<file path="src/rtl/sio_cfg_pkg.sv">
package sio_cfg_pkg;

  typedef logic [7:0] byte_t;

  // Power-on value of a configuration entry
  function automatic byte_t fn_reset_val(input byte_t idx);
    case (idx)
      8'hE0:   return 8'h3C;
      8'hE2:   return 8'h03;
      8'hE3:   return 8'hFC;
      8'hE6:   return 8'hDE;
      8'hE7:   return 8'hFE;
      8'hE8:   return 8'hBE;
      default: return 8'h00;
    endcase
  endfunction

endpackage

</file>
<file path="src/rtl/sio_addr_dec.sv">
module sio_addr_dec #(
  parameter int          ADDR_W   = 16,
  parameter int          CTRL_W   = 8,
  parameter int          CTRL_BIT = 1,
  parameter [ADDR_W-1:0] BASE     = 16'h03F0
) (
  input  logic [ADDR_W-1:0] addr,
  input  logic [CTRL_W-1:0] ctrl,
  input  logic              rd,
  input  logic              wr,
  output logic              idx_wr,
  output logic              idx_rd,
  output logic              dat_wr,
  output logic              dat_rd
);
  localparam logic [ADDR_W-1:0] DAT_ADDR = BASE + 1'b1;

  logic en, hit_idx, hit_dat;

  always_comb begin
    en      = ctrl[CTRL_BIT];
    hit_idx = en && (addr == BASE);
    hit_dat = en && (addr == DAT_ADDR);
    idx_wr  = hit_idx && wr;
    idx_rd  = hit_idx && rd;
    dat_wr  = hit_dat && wr;
    dat_rd  = hit_dat && rd;
  end
endmodule

</file>
<file path="src/rtl/sio_wr_filter.sv">
module sio_wr_filter
  import sio_cfg_pkg::*;
(
  input  byte_t idx,
  input  byte_t data,
  input  logic  req,
  output logic  we
);
  logic ok;

  always_comb begin
    ok = 1'b1;
    if (idx < 8'hE0) begin
      ok = 1'b0;
    end else begin
      case (idx) inside
        [8'hE4:8'hE5], [8'hE9:8'hED], [8'hF9:8'hFB], [8'hFD:8'hFF],
        8'hF3, 8'hF5, 8'hF7: ok = 1'b0;
        8'hE7:               ok = (data == 8'hFE);
        8'hE8:               ok = (data == 8'hBE);
        default:             ok = 1'b1;
      endcase
    end
    we = req && ok;
  end
endmodule

</file>
<file path="src/rtl/sio_cfg_store.sv">
module sio_cfg_store
  import sio_cfg_pkg::*;
#(
  parameter int IDX_W = 8,
  parameter int WIN_W = 5
) (
  input  logic             clk,
  input  logic             rst,
  input  logic             we,
  input  logic [IDX_W-1:0] widx,
  input  logic [7:0]       wdata,
  input  logic [IDX_W-1:0] ridx,
  output logic [7:0]       rdata
);
  localparam int NWIN = 2 ** WIN_W;
  localparam int LO   = 2 ** IDX_W - NWIN;

  logic [7:0] regs [NWIN];

  logic w_in, r_in;
  assign w_in = &widx[IDX_W-1:WIN_W];
  assign r_in = &ridx[IDX_W-1:WIN_W];

  for (genvar g = 0; g < NWIN; g++) begin : g_ent
    localparam logic [7:0] RV = fn_reset_val(byte_t'(LO + g));
    always_ff @(posedge clk) begin
      if (rst)
        regs[g] <= RV;
      else if (we && w_in && widx[WIN_W-1:0] == WIN_W'(g))
        regs[g] <= wdata;
    end
  end

  assign rdata = r_in ? regs[ridx[WIN_W-1:0]] : 8'h00;


  low_we_chk: assert property (@(posedge clk) disable iff (rst)
    we |-> w_in);


  e7_val_chk: assert property (@(posedge clk) disable iff (rst)
    (we && widx == IDX_W'(8'hE7)) |-> wdata == 8'hFE);


  e8_val_chk: assert property (@(posedge clk) disable iff (rst)
    (we && widx == IDX_W'(8'hE8)) |-> wdata == 8'hBE);
endmodule

</file>
<file path="src/rtl/sio_cfg_port.sv">
module sio_cfg_port
  import sio_cfg_pkg::*;
#(
  parameter int          ADDR_W   = 16,
  parameter int          CTRL_W   = 8,
  parameter int          CTRL_BIT = 1,
  parameter [ADDR_W-1:0] BASE     = 16'h03F0
) (
  input  logic              clk,
  input  logic              rst,
  input  logic [CTRL_W-1:0] bridge_ctrl,
  input  logic [ADDR_W-1:0] io_addr,
  input  logic              io_wr,
  input  logic              io_rd,
  input  logic [7:0]        io_wdata,
  output logic [7:0]        io_rdata,
  output logic              io_ack
);
  localparam int IDX_W = 8;
  localparam int WIN_W = 5;

  logic idx_wr, idx_rd, dat_wr, dat_rd, we;
  logic [IDX_W-1:0] idx_q;
  logic [7:0] ent;

  sio_addr_dec #(.ADDR_W(ADDR_W), .CTRL_W(CTRL_W), .CTRL_BIT(CTRL_BIT), .BASE(BASE)) i_dec (
    .addr(io_addr), .ctrl(bridge_ctrl), .rd(io_rd), .wr(io_wr),
    .idx_wr(idx_wr), .idx_rd(idx_rd), .dat_wr(dat_wr), .dat_rd(dat_rd));

  sio_wr_filter i_flt (.idx(idx_q), .data(io_wdata), .req(dat_wr), .we(we));

  sio_cfg_store #(.IDX_W(IDX_W), .WIN_W(WIN_W)) i_store (
    .clk(clk), .rst(rst), .we(we), .widx(idx_q), .wdata(io_wdata),
    .ridx(idx_q), .rdata(ent));

  always_ff @(posedge clk) begin
    if (rst) begin
      idx_q    <= '0;
      io_ack   <= 1'b0;
      io_rdata <= 8'hFF;
    end else begin
      if (idx_wr) idx_q <= io_wdata;
      io_ack   <= idx_wr || idx_rd || dat_wr || dat_rd;
      io_rdata <= dat_rd ? ent : (idx_rd ? idx_q : 8'hFF);
    end
  end


  idx_load_chk: assert property (@(posedge clk) disable iff (rst)
    idx_wr |=> idx_q == $past(io_wdata));


  off_idx_chk: assert property (@(posedge clk) disable iff (rst)
    (io_wr && !bridge_ctrl[CTRL_BIT]) |=> $stable(idx_q));


  off_read_chk: assert property (@(posedge clk) disable iff (rst)
    ((io_rd || io_wr) && !bridge_ctrl[CTRL_BIT]) |=> (!io_ack && io_rdata == 8'hFF));


  ack_chk: assert property (@(posedge clk) disable iff (rst)
    (dat_rd || idx_rd) |=> io_ack);
endmodule

</file>
<file path="config.mk">
export PLATFORM = sky130hd
export DESIGN_NAME = sio_cfg_port
export DESIGN_NICKNAME = d
export VERILOG_FILES = /design/src/rtl/sio_cfg_pkg.sv /design/src/rtl/sio_addr_dec.sv /design/src/rtl/sio_wr_filter.sv /design/src/rtl/sio_cfg_store.sv /design/src/rtl/sio_cfg_port.sv
export SDC_FILE = /design/constraint.sdc
export NUM_CORES = 1
export LEC_CHECK = 0
export BUFFER_PORTS_ARGS = -buffer_cell sky130_fd_sc_hd__clkbuf_2
export CORE_MARGIN = 2
export CORE_UTILIZATION = 65
export CTS_CLUSTER_DIAMETER = 40
export DETAILED_ROUTE_END_ITERATION = 6
export PLACE_DENSITY = 0.94
export SETUP_SLACK_MARGIN = 0.2
export SLEW_MARGIN = 20
export SYNTH_ARGS = -nofsm -noshare
export SYNTH_HDL_FRONTEND = slang
export SYNTH_SLANG_ARGS = --single-unit
</file>
<file path="constraint.sdc">
create_clock -name clk -period 8.3 [get_ports clk]
set_input_delay 1.66 -clock clk [delete_from_list [all_inputs] [get_ports clk]]
set_output_delay 1.66 -clock clk [all_outputs]
set_load 0.01 [all_outputs]
</file>
Yosys cells after proc, flatten, opt, wreduce, memory -nomap -nowiden. Memories as Yosys holds them, arrays and structs flattened. A register that Yosys moved wholly into a read port is not among the register bits. Index checks and enable logic that the tools add are counted.

Word-level logic and storage cells: 274. Bits of input ports: 36. Bits in writable memories: 256. Flip-flop bits (word level): 17. Memories kept: 1.

Equal/unequal tests: 40. Order comparisons: 9. Bitwise logic cells: 32. Mux-type cells: 139. Reduce and logical (&&, ||, !) cells: 50.

Memory list: i_store.regs (depth 32, bits a word 8, rd ports 1, clocked after Yosys merged registers in 1, write ports 32, RTL line sio_cfg_store.sv:18) `logic [7:0] regs [NWIN];`.

Operators by type and width (count): $mux 8 (35); $mux 1 (102); $eq 5x5->1 const B (16); $eq 8x8->1 const B (7); $logic_and 1x1->1 (44); $eq 5x4->1 const B (8); $eq 16x10->1 const B (2); $ge 8x8->1 const B (4); $le 8x8->1 const B (4); $or 1x1->1 (32); $eq 5x3->1 const B (4); $eq 5x2->1 const B (2); $mux 5 (2); $lt 8x8->1 const B (1); $reduce_or 7->1 (1); $eq 5x1->1 const B (1); $logic_not 5->1 (1); $logic_or 1x1->1 (3); $reduce_and 3->1 (1).

Logic depth before layout (Yosys ltp).
Word-level depth: 12. Mapped depth: 9. Depth with buffers taken out: 5.

Modules after synthesis. From an unflattened synthesis, not the netlist that was laid out.

Cells, all modules: 897. Area total of the unflattened synthesis: 13098.8 µm².

Modules (own cells, without submodules): sio_cfg_store (cells an instance 807, instances 1, seq. area each 7687.4 µm², area an instance 12243.0 µm²); sio_cfg_port (cells an instance 64, instances 1, seq. area each 340.3 µm², area an instance 660.6 µm²); sio_wr_filter (cells an instance 16, instances 1, seq. area each 0.0 µm², area an instance 105.1 µm²); sio_addr_dec (cells an instance 10, instances 1, seq. area each 0.0 µm², area an instance 90.1 µm²).

Least setup slack after synthesis. OpenSTA, ideal clock, no wires.

Path type: in2reg. Start point: input port io_addr[1]. End point: memory i_store.regs[28][0] (enable). Slack: 4313 ps. Library setup time: 375 ps. Arrival time: 3612 ps. Cell stages on the path: 7. Cells stage by stage: or4b_4 > nor4_4 > and2_1 > buf_4 > nand4_1 > clkbuf_1 > o21bai_1.

RTL lines: start, declared (RTL line sio_cfg_port.sv:12) `input logic [ADDR_W-1:0] io_addr,`; end, declared (RTL line sio_cfg_store.sv:18).

==> reports/metrics.cfg <==
[worst_hold_path]
hold_path.class = reg -> reg

[clock_tree]
cts.sinks = 278
ctsResizeCount = 0
numCtsBuffers = 31
cts_tree = yes
clk_pin_slew_ns = 0.06
htree_levels = 1
clock-root-buffer = clkbuf_16
holdBufCountCts = 0
clock_path_buffers = 3
clk_latency_ns = 0.56
post_cts_buffers = 0

[setup_path]
cp_data_arrival_time_ns = 4.72
critPathLaunchType = input pin
crit_slowest_cell = o21bai_1
crit_fanout = 10
crit_family = simple AND/OR/NAND/NOR gates
required_ns = 8.46
crit_chain = clkbuf_2 -> or4b_4 -> nor4_4 -> and2_1 -> nand4b_2 -> o21bai_1
worst-path-buf-inv = 1
slowest_delay_ns = 1.04
cp-end-kind = flip-flop
worst-setup-path-type = in -> reg

[detailed_routing]
drc = 0
drtIter0Drc = 1304
drt_first_pass_iters = 7
avgRoutedWirePerCell_um = 24.1
antenna_left = 0
num_vias = 7721
drt_wl_total_um = 28500
vias_per_cell = 6.52

[floorplanning]
fp-row-count = 49
fp.dieH_um = 139
fp.dieW_um = 139
start_util_pct = 66.2
die_area_um2 = 19400
io_pins = 45
coreArea_um2 = 18000

[layout]
antenna_cells = 0
regArea_um2 = 8130
area_growth_pct = 16.1
layout_commonest_cell = edfxtp_1
nFillCells = 958
finalNetCount = 966
multiInputGateArea_um2 = 3960
final_cell_mix = 256 x edfxtp_1, 144 x conb_1, 87 x nor2_1
drive_gt1_share_pct = 17.4

[placed_design]
place_congestion = 0.959
io_buffers = 37
hpwl_um = 17500

[outcome]
status = finished clean

[job]
maxCapViolations = 0

[grt]
grt_max_degree = 89
antenna_found_initial = 0
track_usage_pct = 29.7
grt_pass1_wl_um = 43600
grt_pass1_vias = 7868
overflow = 0

[pwr]
p_sw_uw = 650
power_frac_comb_pct = 3.4
pwr-share-clk_pct = 45.6
swShare_pct = 20.2
p_leak_uw = 0.00485
seqPwrFrac_pct = 51.0
peakVddDrop_v = 0.000266
power.density_nw_per_um2 = 233
intPower_uw = 2570

[synth]
ys_seq_elements = 278
synthTopCellsByArea = edfxtp_1 65%, mux4_2 7.4%, mux2i_1 4.4%
yosysUniqueCellTypes = 65
synth_top_area_share_pct = 64.7
netlist_area_um2 = 11900
ys_async_sr_fraction_pct = 0
synth-seq-area-share_pct = 68.4
yosys.area.top_type = edfxtp_1
ys_warn_count = 0
synth_top_flop_cell = edfxtp_1
syn_inst = 776
synth.avg_cell_area_um2 = 15.3
synth-edff-count = 256

[sta]
max_freq_mhz = 220
tightest_slew_ns = 1.15
setup_tns_ns = 0
finalCritPeriodShare_pct = 54.9
setup_viol = 0
hold_ws_ns = 0.583
slew_headroom_pct = 23.5
fin_skew_ns = 0.0153
rsz0062_at_grt = no
drv_slew = 0
hold_viol_final = 0
period_needed_ns = 4.56

==> final cells by class <==
class / instances / share of cell area (%)
Sequential cell: 278 / 59.0
Inverter: 14 / 0.381
Timing Repair Buffer: 43 / 1.71
Multi-Input combinational cell: 562 / 28.7
Clock buffer: 43 / 6.53
Clock inverter: 15 / 1.63
Tap cell: 229 / 2.08
==> power groups by stage <==
stage	sequential, uW	combinational [uW]	clock [uW]
finish	1640	109	1470
global placement	1660	98.4	0
global route	1650	116	1530
detailed placement	1670	102	0
floorplan	1660	67.4	0
CTS	1640	103	1470
==> Yosys cell counts (3+ instances only) <==
cell      number
a211oi_1       7
a21o_1         3
a221oi_1      13
a22oi_1       12
a31o_2        10
and2_1         3
buf_2          7
buf_4          7
clkbuf_1      49
dfxtp_1       22
edfxtp_1     256
inv_1         13
mux2_2         6
mux2i_1       52
mux4_2        39
nand2_1       21
nand2b_1      15
nand3_1       11
nand4_1        6
nand4_2        4
nor2_1        87
nor2b_1        6
nor3_1        33
o211ai_1       7
o21ai_0       11
o21bai_1       5
or3_1         13
or4_1          8
==> sequential cells by signal, summed over array words and instances (netlist names), named ones only <==
name          flops
io_rdata          8
io_ack            1
idx_q             8
i_store.regs    256
==> final timing paths <==
check              from  slack (ns)                  to  cells after the start
max          io_addr[1]        3.74  i_store.regs[8][5]                      6
min            idx_q[6]        0.58            idx_q[6]                      2
max reg2reg    idx_q[4]        4.17  i_store.regs[8][5]                      5
min reg2reg    idx_q[6]        0.58            idx_q[6]                      2
==> metrics by stage <==
stage | std cells | instance area [um2] | util (%) | setup slack [ns] | total power [uW]
after floorplan | 918 | 12400 | - | 4.31 | 1730
after global placement | 1126 | 12700 | 70.5 | 3.49 | 1760
after detailed placement | 1126 | 12700 | 70.5 | 3.24 | 1770
after CTS | 1184 | 13800 | 76.8 | 3.80 | 3220
after global routing | 1184 | 13800 | 76.8 | 3.74 | 3290
final | 1184 | 13800 | 76.8 | 3.74 | 3220
==> worst register-to-register path, delay by kind of cell (launching register included) <==
family	cells	cell delay (ns)
AOI/OAI and AO/OA	3	1.78
DFF	1	0.69
and+or+nand+nor	2	1.27
==> cells by family after synthesis <==
kind of cell,share of synthesized area [%]
buffers and inverters,2.76
AND/OR/NAND/NOR,10.4
AO/OA/AOI/OAI,6.00
multiplexers,12.3
other,0.0632
flip-flops,68.4
==> routing by layer <==
layer | part of all wire (%) | up-vias | global-route usage [%] | routed length, um
met5 | 0 | - | 0 | 0
met3 | 11 | 175 | 6.85 | 3170
met2 | 50 | 644 | 50.4 | 14200
met4 | 6.5 | 0 | 14.3 | 1860
met1 | 32 | 3703 | 36.5 | 9250
li1 | - | 3199 | - | -
Power figures use the tool's default switching activity.
